--- src/rtl/mpg_pkg.sv ---
package mpg_pkg;

    localparam int CLASS_W = 4;

    typedef enum logic [CLASS_W-1:0] {
        OPC_LOAD      = 4'd0,
        OPC_STORE     = 4'd1,
        OPC_STR_LOAD  = 4'd2,
        OPC_STR_STORE = 4'd3,
        OPC_BLK_ZERO  = 4'd4,
        OPC_BLK_INVAL = 4'd5,
        OPC_CSTORE    = 4'd6,
        OPC_CFLUSH    = 4'd7,
        OPC_DTOUCH    = 4'd8,
        OPC_DTOUCH_ST = 4'd9,
        OPC_IINVAL    = 4'd10,
        OPC_ITOUCH    = 4'd11
    } op_class_e;

    // Properties of one instruction class, as the verdict stage needs them
    typedef struct packed {
        logic is_write;   // checked against a write permission bit
        logic is_priv;    // supervisor-only instruction
        logic is_hint;    // a failed check never interrupts
        logic is_string;  // the zero-length flag applies
    } op_attr_t;

    typedef struct packed {
        logic permit;
        logic dsi;
        logic nop;
        logic prog;
        logic rd_viol;
        logic wr_viol;
    } verdict_t;

    typedef enum logic [1:0] {
        ST_IDLE = 2'd0,
        ST_HOLD = 2'd1
    } gate_state_e;

endpackage

--- src/rtl/mpg_class_decode.sv ---
module mpg_class_decode
    import mpg_pkg::*;
#(
    parameter int CW = CLASS_W
) (
    input  logic [CW-1:0] op_class,
    output op_attr_t      attr
);
    // class membership; R10 codes 12..15 fall through to the plain-load default
    always_comb begin
        attr = '0;
        unique case (op_class)
            OPC_STORE:     attr.is_write = 1'b1;
            OPC_STR_STORE: begin
                attr.is_write  = 1'b1;
                attr.is_string = 1'b1;
            end
            OPC_BLK_ZERO:  attr.is_write = 1'b1;
            OPC_BLK_INVAL: begin
                attr.is_write = 1'b1;
                attr.is_priv  = 1'b1;
            end
            OPC_STR_LOAD:  attr.is_string = 1'b1;
            OPC_DTOUCH:    attr.is_hint = 1'b1;
            OPC_DTOUCH_ST: attr.is_hint = 1'b1;
            OPC_ITOUCH:    attr.is_hint = 1'b1;
            OPC_CSTORE, OPC_CFLUSH, OPC_IINVAL, OPC_LOAD: attr = '0;
            default:       attr = '0;
        endcase
    end
endmodule

--- src/rtl/mpg_rights_select.sv ---
module mpg_rights_select (
    input  logic user_mode,
    input  logic perm_ur,
    input  logic perm_uw,
    input  logic perm_sr,
    input  logic perm_sw,
    output logic read_ok,
    output logic write_ok
);
    // the mode picks which pair of permission bits applies
    always_comb begin
        if (user_mode) begin
            read_ok  = perm_ur;
            write_ok = perm_uw;
        end else begin
            read_ok  = perm_sr;
            write_ok = perm_sw;
        end
    end
endmodule

--- src/rtl/mpg_verdict.sv ---
module mpg_verdict
    import mpg_pkg::*;
(
    input  op_attr_t attr,
    input  logic     user_mode,
    input  logic     len_zero,
    input  logic     read_ok,
    input  logic     write_ok,
    output verdict_t verdict
);
    logic quiet;

    // A failed check turns into a no-op for hints and for zero-length strings
    assign quiet = attr.is_hint | (attr.is_string & len_zero);

    always_comb begin
        verdict = '0;
        if (attr.is_priv && user_mode) begin
            // the privilege trap comes before any permission check
            verdict.prog = 1'b1;
        end else if (attr.is_write) begin
            if (write_ok) begin
                verdict.permit = 1'b1;
            end else begin
                verdict.wr_viol = 1'b1;
                verdict.nop     = quiet;
                verdict.dsi     = ~quiet;
            end
        end else begin
            if (read_ok) begin
                verdict.permit = 1'b1;
            end else begin
                verdict.rd_viol = 1'b1;
                verdict.nop     = quiet;
                verdict.dsi     = ~quiet;
            end
        end
    end
endmodule

--- src/rtl/mem_perm_gate.sv ---
module mem_perm_gate
    import mpg_pkg::*;
#(
    parameter int CW = CLASS_W
) (
    input  logic          clk,
    input  logic          rst,
    input  logic          req_valid,
    input  logic          user_mode,
    input  logic [CW-1:0] op_class,
    input  logic          len_zero,
    input  logic          perm_ur,
    input  logic          perm_uw,
    input  logic          perm_sr,
    input  logic          perm_sw,
    output logic          out_permit,
    output logic          out_dsi,
    output logic          out_nop,
    output logic          out_prog,
    output logic          out_rd_viol,
    output logic          out_wr_viol
);
    op_attr_t    attr;
    logic        read_ok;
    logic        write_ok;
    verdict_t    verdict_d;
    verdict_t    verdict_q;
    verdict_t    shown;
    gate_state_e state_q;
    gate_state_e state_d;

    mpg_class_decode #(.CW(CW)) u_decode (
        .op_class (op_class),
        .attr     (attr)
    );

    mpg_rights_select u_rights (
        .user_mode (user_mode),
        .perm_ur   (perm_ur),
        .perm_uw   (perm_uw),
        .perm_sr   (perm_sr),
        .perm_sw   (perm_sw),
        .read_ok   (read_ok),
        .write_ok  (write_ok)
    );

    mpg_verdict u_verdict (
        .attr      (attr),
        .user_mode (user_mode),
        .len_zero  (len_zero),
        .read_ok   (read_ok),
        .write_ok  (write_ok),
        .verdict   (verdict_d)
    );

    // Transitions: accept -> ST_HOLD, drain -> ST_IDLE
    always_comb begin
        unique case (state_q)
            ST_IDLE: state_d = req_valid ? ST_HOLD : ST_IDLE;
            ST_HOLD: state_d = req_valid ? ST_HOLD : ST_IDLE;
            default: state_d = ST_IDLE;
        endcase
    end

    // State register and held verdict
    always_ff @(posedge clk) begin
        if (rst) begin
            state_q   <= ST_IDLE;
            verdict_q <= '0;
        end else begin
            state_q <= state_d;
            if (req_valid) begin
                verdict_q <= verdict_d;
            end
        end
    end

    // Outputs: only the hold state presents a verdict
    always_comb begin
        unique case (state_q)
            ST_HOLD: shown = verdict_q;
            ST_IDLE: shown = '0;
            default: shown = '0;
        endcase
    end

    assign out_permit  = shown.permit;
    assign out_dsi     = shown.dsi;
    assign out_nop     = shown.nop;
    assign out_prog    = shown.prog;
    assign out_rd_viol = shown.rd_viol;
    assign out_wr_viol = shown.wr_viol;

endmodule

--- config.mk ---
export PLATFORM = sky130hd
export DESIGN_NAME = mem_perm_gate
export DESIGN_NICKNAME = d
export VERILOG_FILES = /design/src/rtl/mpg_pkg.sv /design/src/rtl/mpg_class_decode.sv /design/src/rtl/mpg_rights_select.sv /design/src/rtl/mpg_verdict.sv /design/src/rtl/mem_perm_gate.sv
export SDC_FILE = /design/constraint.sdc
export NUM_CORES = 1
export LEC_CHECK = 0
export BUFFER_PORTS_ARGS = -buffer_cell sky130_fd_sc_hd__buf_2
export CORE_AREA = 4 4 41 43
export DETAILED_ROUTE_END_ITERATION = 12
export DIE_AREA = 0 0 45 47
export SYNTH_ARGS = -nofsm -noshare
export SYNTH_HDL_FRONTEND = slang
export SYNTH_HIERARCHICAL = 1
export SYNTH_SLANG_ARGS = --single-unit
--- constraint.sdc ---
create_clock -name clk -period 1.5 [get_ports clk]
set_input_delay 0.075 -clock clk [delete_from_list [all_inputs] [get_ports clk]]
set_output_delay 0.075 -clock clk [all_outputs]
set_load 0.05 [all_outputs]
==> flow_metrics.tcl, run 1 <==
set metrics [dict create \
    yosysUniqueCellTypes 15 \
    first_pass_iters 2 \
    cp.arrival_ns 1.26 \
    cts_buffer_depth 2 \
    path_buf_inv 2 \
    cts-root-buf "clkbuf_4" \
    grt_pass1_wl_um 1380 \
    vias 356 \
    dieArea_um2 2120 \
    portBuffers 18 \
    place_ws_ns 0.154 \
    wl_um 845 \
    cts_tree "yes" \
    grt-ovfl-total 0 \
    area_growth_pct 30.2 \
    drv_cap 0 \
    endpoint_kind "register" \
    post-route-period-util_pct 74.4 \
    finalHoldViolations 0 \
    grt_max_degree 8 \
    yosys.area_share.simple_pct 36.2 \
    dp.cells 76 \
    slew_viol_final 0 \
    clk_pin_slew_ns 0.05 \
    hold_path_class "primary input to register" \
    critical-path-top-delay-family "multiplexers" \
    regToRegSetupSlack_ns 0.90 \
    synth_compound_area_share_pct 2.99 \
    fin_nets 79 \
    layout_commonest_cell "buf_2" \
    crit_path_cell_trace "buf_2 > nor2_1 > a211oi_1 > buf_4 > mux2_4 > nor2b_1 > mux2i_1 > nor2_1" \
    required_ns 1.64 \
    syn_area_per_cell_um2 9.50 \
    start_util_pct 32.1 \
    io_pins 19 \
    cts_resized 0 \
    rr_worst_depth 2 \
    drc 0 \
    finalSetupTns_ns 0 \
    cts_setup_buffers 0 \
    synth_seq_cells 7 \
    clock_latency_ns 0.25 \
    hp-start "rst" \
    place.detailed.hpwl_um 648 \
    final.setup_skew_ns 0 \
    hold_depth 2 \
    grt_use_total_pct 9.17 \
    period_minus_slack_ns 1.12 \
    layout_common_cells "buf_2 (18), and2_1 (7), nor2_1 (7), dfxtp_1 (7), mux2i_1 (6)" \
    power_density_nw_per_um2 845 \
    netlist_instances 44 \
    antenna_found_initial 0 \
    cp_slowest_cell "mux2_4" \
    postCtsHoldBufs 0 \
    ir_drop_mv 0.466 \
    postRouteAntennaNets 0 \
    slew_headroom_pct 83.5 \
    htreeDepth 1 \
    die_w_um 45 \
    fin_ws_ns 0.383 \
    cp_common_cell "nor2_1" \
    rr_endpoint "verdict_q[3]" \
    hold_end "verdict_q[0]" \
    synth.mux.area_fraction_pct 23.4 \
    p_leak_uw 0.000269 \
    ys_seq_area_share_pct 33.5 \
    critPathMaxFanout 5 \
    rsz0062_at_grt "no" \
    outcome "finished clean" \
    drive_gt1_share_pct 41.5 \
    synth_top_family_by_area "simple AND/OR/NAND/NOR gates" \
    grt_pass1_vias 341 \
    drt_iter0_markers 2 \
    wl_per_cell_um 10.6 \
    synthesis.nets 57 \
    core_um2 1300 \
    synth_fa_ha_area_share_pct 0 \
    finalSetupViolations 0 \
    rows 13 \
    worstMarginPinSlew_ns 0.248 \
    cts_buffers 3 \
    synth_xor_area_share_pct 0 \
    avgViaCountPerCell 4.45 \
    clock_sinks 7 \
    gp_routability_congestion 0.656 \
    crit_type "primary input to register" \
    netlist_area_um2 418 \
    crit_path_start_kind "primary input" \
    layout.cells.non_filler 80 \
    reg2reg_from "verdict_q[3]" \
    die_h_um 47 \
    ys_warn_count 6 \
    cp_slowest_stage_delay_ns 0.31 \
    num_antenna_cells 0 \
    finalPower_uw 460 \
    max_freq_mhz 896 \
]
state kept, by name (all words and copies together) (netlist names):
| register | count |
|---|---|
| verdict_q | 6 |
| state_q | 1 |
cell usage after synthesis, drive strengths merged:
library cell  instances  share of area [%]
and2                  7                 10
buf                   2                3.9
mux2                  3                9.0
nor2                  7                6.3
a21oi                 1                1.2
dfxtp                 7                 34
nor3                  2                2.4
a211oi                1                1.8
and4bb                1                3.0
mux2i                 6                 14
nor3b                 4                9.6
nor2b                 3                4.5
kinds of logic after synthesis:
kind of cell | count (synthesis)
AO/OA/AOI/OAI | 2
AND/OR/NAND/NOR | 24
flip-flops | 7
multiplexers | 9
buffers and inverters | 2
final cells by class:
type,instances,area (µm²)
fillers,152,757
multi-input cells,35,262
flip-flops and latches,7,140
repair buffers,19,97.6
clock buffers,4,26.3
well taps,15,18.8
per-stage QoR:
stage                     area, µm²  utilization [%]  hold slack, ns
after floorplan                 418                -           0.147
after global routing            544             41.8          0.0900
after detailed placement        518             39.8           0.336
after CTS                       544             41.8          0.0734
final                           544             41.8          0.0779
after global placement          518             39.8           0.340
worst max-delay path by stage:
stage	from	end	slack [ns]	cells after the start
2_1_floorplan	op_class[0]	verdict_q[5]	0.32	6
3_3_place_gp	op_class[2]	verdict_q[5]	0.14	8
3_5_place_dp	op_class[2]	verdict_q[5]	0.15	8
4_1_cts	state_q[0]	out_rd_viol	0.37	2
5_1_grt	op_class[2]	verdict_q[4]	0.31	8
6_report	op_class[2]	verdict_q[5]	0.38	8
metal layers:
metal	GRT usage (%)	up-vias	wire length (µm)
met1	11.6	152	407
li1	-	193	-
met4	7.02	0	0
met2	14.1	11	383
met5	0	-	0
met3	1.15	0	54
power by group:
group	internal (µW)	leakage, µW	switching, µW
logic	46.1	0.000197	43.4
clock network	101	0.0000150	68.6
registers	195	0.0000573	4.71
total	343	0.000269	117
(Power assumes the default switching activity.)
==> run 2, diff against run 1 <==
==> constraint.sdc (replaced) <==
create_clock -name clk -period 0.99 [get_ports clk]
set_input_delay 0.0495 -clock clk [delete_from_list [all_inputs] [get_ports clk]]
set_output_delay 0.0495 -clock clk [all_outputs]
set_load 0.05 [all_outputs]
==> flow_metrics.tcl, run 2 (synthesis gave the netlist of run 1 again) <==
set metrics [dict create \
    power_density_nw_per_um2 1080 \
    fin_area_um2 671 \
    finalHoldViolations 0 \
    p_comb_share_pct 24.7 \
    max_freq_mhz 1040 \
    fin_ws_ns 0.0281 \
    fin_hold_ws_ns 0.0502 \
    clock_sinks 7 \
    finalSetupViolations 0 \
    clock_latency_ns 0.24 \
    p_leak_uw 0.000314 \
    path_buf_inv 1 \
    drv_cap 0 \
    antenna_found_initial 0 \
    place_ws_ns -0.250 \
    die_w_um 45 \
    clk_pin_slew_ns 0.05 \
    vias 375 \
    hold_path_class "primary input to register" \
    grt_pass1_vias 384 \
    layout_common_cells "buf_2 (9), buf_6 (8), and2_1 (7)" \
    drt_iter0_markers 0 \
    seq_area_um2 144 \
    fin_nets 83 \
    slew_headroom_pct 82.0 \
    io_pins 19 \
    final.setup_skew_ns 0 \
    core_um2 1300 \
    critPathMaxFanout 6 \
    post-route-period-util_pct 97.2 \
    grt_use_total_pct 9.58 \
    grt_pass1_wl_um 1490 \
    p_int_uw 553 \
    place_area_um2 561 \
    cp_slowest_cell "dfxtp_4" \
    required_ns 0.94 \
    clkPwrFrac_pct 33.6 \
    endpoint_kind "output port" \
    fill_cells 134 \
    first_pass_iters 1 \
    postRouteAntennaNets 0 \
    seq_power_share_pct 41.7 \
    largest_register_ffs 6 \
    reg.largest.list "verdict_q: 6 flops, state_q: 1 flops" \
    grt_max_degree 8 \
    wl_um 897 \
    layout_commonest_cell "buf_2" \
    power.net_switching_uw 175 \
    cts_buffers 3 \
    grt-ovfl-total 0 \
    ir_drop_mv 0.929 \
    avgViaCountPerCell 4.46 \
    start_util_pct 32.1 \
    rows 13 \
    cts_buffer_depth 2 \
    crit_type "register to output port" \
    slew_viol_final 0 \
    crit_path_cell_trace "and2_1 > buf_6" \
    drive_gt1_share_pct 49.3 \
    drc 0 \
    worstMarginPinSlew_ns 0.271 \
    htreeDepth 1 \
    outcome "finished clean" \
    dieArea_um2 2120 \
    regMostFlops "verdict_q" \
    cp_slowest_stage_delay_ns 0.35 \
    place.detailed.hpwl_um 705 \
    multiInputGateArea_um2 289 \
    critical-path-top-delay-family "flip-flops" \
    crit_path_start_kind "register" \
    fin_util_pct 51.5 \
    num_antenna_cells 0 \
    die_h_um 47 \
    cts-root-buf "clkbuf_4" \
    rsz0062_at_grt "yes" \
    cp.arrival_ns 0.91 \
    gp_routability_congestion 0.613 \
    wl_per_cell_um 10.7 \
    cts_tree "yes" \
    period_minus_slack_ns 0.962 \
    portBuffers 18 \
    area_growth_pct 60.5 \
    power.share.switching_pct 24.0 \
]
==> run 2: timing repair <==
item,4_1_cts,5_1_grt
resized for setup,11,14
pin swaps,0,3
setup endpoints to repair,6,9
setup buffers,0,1
hold buffers,0,0
cloned,0,0
==> run 2: worst register-to-register path: cells and delay by family (launching register included) <==
family / cells / cell delay [ns]
mux: 1 / 0.12
flops: 1 / 0.31
simple gates: 1 / 0.06
==> run 2: metrics by stage <==
step	setup TNS (ns)	total power [µW]	cells
global placement	-0.931	463	79
floorplan	-0.0444	407	44
detailed placement	-0.978	466	79
global route	-0.0338	777	84
CTS	0	725	83
finish	0	727	84
==> run 2: final timing paths <==
path	end	slack [ns]	cells past startpoint	start
worst min register to register	verdict_q[0]	0.48	2	verdict_q[0]
worst max register to register	verdict_q[1]	0.40	2	verdict_q[1]
worst min-delay path	verdict_q[5]	0.05	2	rst
worst max-delay path	out_rd_viol	0.03	2	state_q[0]
==> run 2: power groups by stage <==
stage	clock [µW]	sequential (µW)	combinational (µW)
after global placement	0	309	154
after floorplan	0	307	100
after global routing	276	305	196
final	245	303	180
after detailed placement	0	310	157
after CTS	258	304	162
==> run 2: routing by layer <==
metal  GRT usage (%)  vias up  share of wire, %
li1                -      201                 -
met4            1.75        0                 0
met2            15.3        7                53
met1            12.6      167                42
met5               0        -                 0
met3            3.45        0               4.3
==> run 2: layout make-up <==
type                            instances  area share, %
Multi-Input combinational cell         35           43.1
Timing Repair Buffer                   23           28.7
Sequential cell                         7           21.5
Clock buffer                            4           3.92
Tap cell                               15           2.80
==> run 3, diff against run 2 <==
--- a/config.mk
+++ b/config.mk
@@ -6,9 +6,12 @@
 export NUM_CORES = 1
 export LEC_CHECK = 0
 export BUFFER_PORTS_ARGS = -buffer_cell sky130_fd_sc_hd__buf_2
-export CORE_AREA = 4 4 41 43
+export CELL_PAD_IN_SITES_DETAIL_PLACEMENT = 1
+export CELL_PAD_IN_SITES_GLOBAL_PLACEMENT = 2
+export CORE_MARGIN = 4
+export CORE_UTILIZATION = 22
 export DETAILED_ROUTE_END_ITERATION = 12
-export DIE_AREA = 0 0 45 47
+export PLACE_DENSITY_LB_ADDON = 0.1
 export SYNTH_ARGS = -nofsm -noshare
 export SYNTH_HDL_FRONTEND = slang
 export SYNTH_HIERARCHICAL = 1
==> flow_metrics.tcl, run 3 (synthesis gave the netlist of run 1 again) <==
set metrics [dict create \
    worstMarginPinSlew_ns 0.256 \
    gp_routability_congestion 0.669 \
    cts_buffer_depth 2 \
    cp_slowest_cell "dfxtp_4" \
    grt_pass1_vias 401 \
    rsz0062_at_grt "yes" \
    finalSetupViolations 0 \
    required_ns 0.94 \
    crit_type "register to output port" \
    portBuffers 18 \
    slew_viol_final 0 \
    antenna_found_initial 0 \
    drt_iter0_markers 10 \
    layout.cells.non_filler 94 \
    area_growth_pct 70.4 \
    drc 0 \
    io_pins 19 \
    layout_common_cells "buf_2 (9), buf_8 (7)" \
    htreeDepth 1 \
    clock_latency_ns 0.25 \
    die_h_um 51.6 \
    place_ws_ns -0.256 \
    outcome "finished clean" \
    path_buf_inv 1 \
    grt_max_degree 8 \
    cts_tree "yes" \
    critical-path-top-delay-family "flip-flops" \
    wl_um 1000 \
    finalSetupTns_ns 0 \
    grt_pass1_wl_um 1700 \
    avgViaCountPerCell 4.15 \
    num_antenna_cells 0 \
    drv_cap 0 \
    fin_ws_ns 0.0424 \
    cts_setup_buffers 0 \
    grt-ovfl-total 0 \
    rows 15 \
    fin_nets 83 \
    reg.largest.list "verdict_q: 6 flops, state_q: 1 flops" \
    dp.cells 90 \
    clock_sinks 7 \
    largest_register_ffs 6 \
    crit_path_cell_trace "and2_4 > buf_8" \
    endpoint_kind "output port" \
    post-route-period-util_pct 95.7 \
    hold_path_class "primary input to register" \
    fin_area_um2 712 \
    grt_use_total_pct 8.76 \
    wl_per_cell_um 10.7 \
    ir_drop_mv 0.625 \
    final.setup_skew_ns 0 \
    dieArea_um2 2660 \
    cts-root-buf "clkbuf_4" \
    cp_slowest_stage_delay_ns 0.37 \
    vias 390 \
    die_w_um 51.6 \
    clk_pin_slew_ns 0.05 \
    regToRegSetupSlack_ns 0.38 \
    regMostFlops "verdict_q" \
    cts_buffers 3 \
    place_area_um2 581 \
    postRouteAntennaNets 0 \
    cp.arrival_ns 0.90 \
    max_freq_mhz 1060 \
    period_minus_slack_ns 0.948 \
    crit_path_start_kind "register" \
    layout_commonest_cell "buf_2" \
    start_util_pct 23.7 \
    drive_gt1_share_pct 58.0 \
    postCtsHoldBufs 0 \
    first_pass_iters 4 \
    power_density_nw_per_um2 1040 \
    p_leak_uw 0.000326 \
    core_um2 1760 \
    slew_headroom_pct 82.9 \
    critPathMaxFanout 6 \
    finalHoldViolations 0 \
]
## run 3: cell count changes in the layout (fill, tap and decap cells not counted)
cell / previous run / this run
and2_1: 7 / 1
and2_4: 0 / 6
buf_12: 1 / 0
buf_4: 5 / 6
buf_6: 8 / 1
buf_8: 0 / 7
## run 3: report_power, final
part / leakage, µW / internal [µW] / switching, µW
logic: 0.000253 / 105 / 77.9
clock network: 0.0000150 / 154 / 102
registers: 0.0000579 / 295 / 9.84
total: 0.000326 / 554 / 189
## run 3: layer usage
| metal | up-vias | GRT usage, % | routed length (µm) |
|---|---|---|---|
| met2 | 6 | 14.0 | 508 |
| met1 | 182 | 10.4 | 447 |
| li1 | 202 | - | - |
| met4 | 0 | 3.93 | 0 |
| met3 | 0 | 3.15 | 46 |
| met5 | - | 0 | 0 |
## run 3: final timing paths
path	cells after the start	endpoint	from
worst min register to register	2	verdict_q[4]	verdict_q[4]
worst min-delay path	2	state_q[0]	rst
worst max-delay path	2	out_prog	state_q[0]
worst max register to register	2	verdict_q[5]	verdict_q[5]
## run 3: repair_timing
action,CTS,global route
pin swaps,0,8
setup endpoints to repair,6,8
gates resized for setup,14,20
## run 3: layout make-up
type,instances,area (µm²)
fillers,221,1050
multi-input cells,35,304
repair buffers,23,206
flip-flops and latches,7,144
well taps,25,31.3
clock buffers,4,26.3
## run 3: metrics by stage
stage / power [µW] / hold WS [ns] / util [%]
global placement: 472 / 0.325 / 32.9
global route: 805 / 0.0646 / 40.4
CTS: 739 / 0.0569 / 36.7
finish: 743 / 0.0586 / 40.4
floorplan: 407 / 0.116 / -
detailed placement: 472 / 0.326 / 32.9
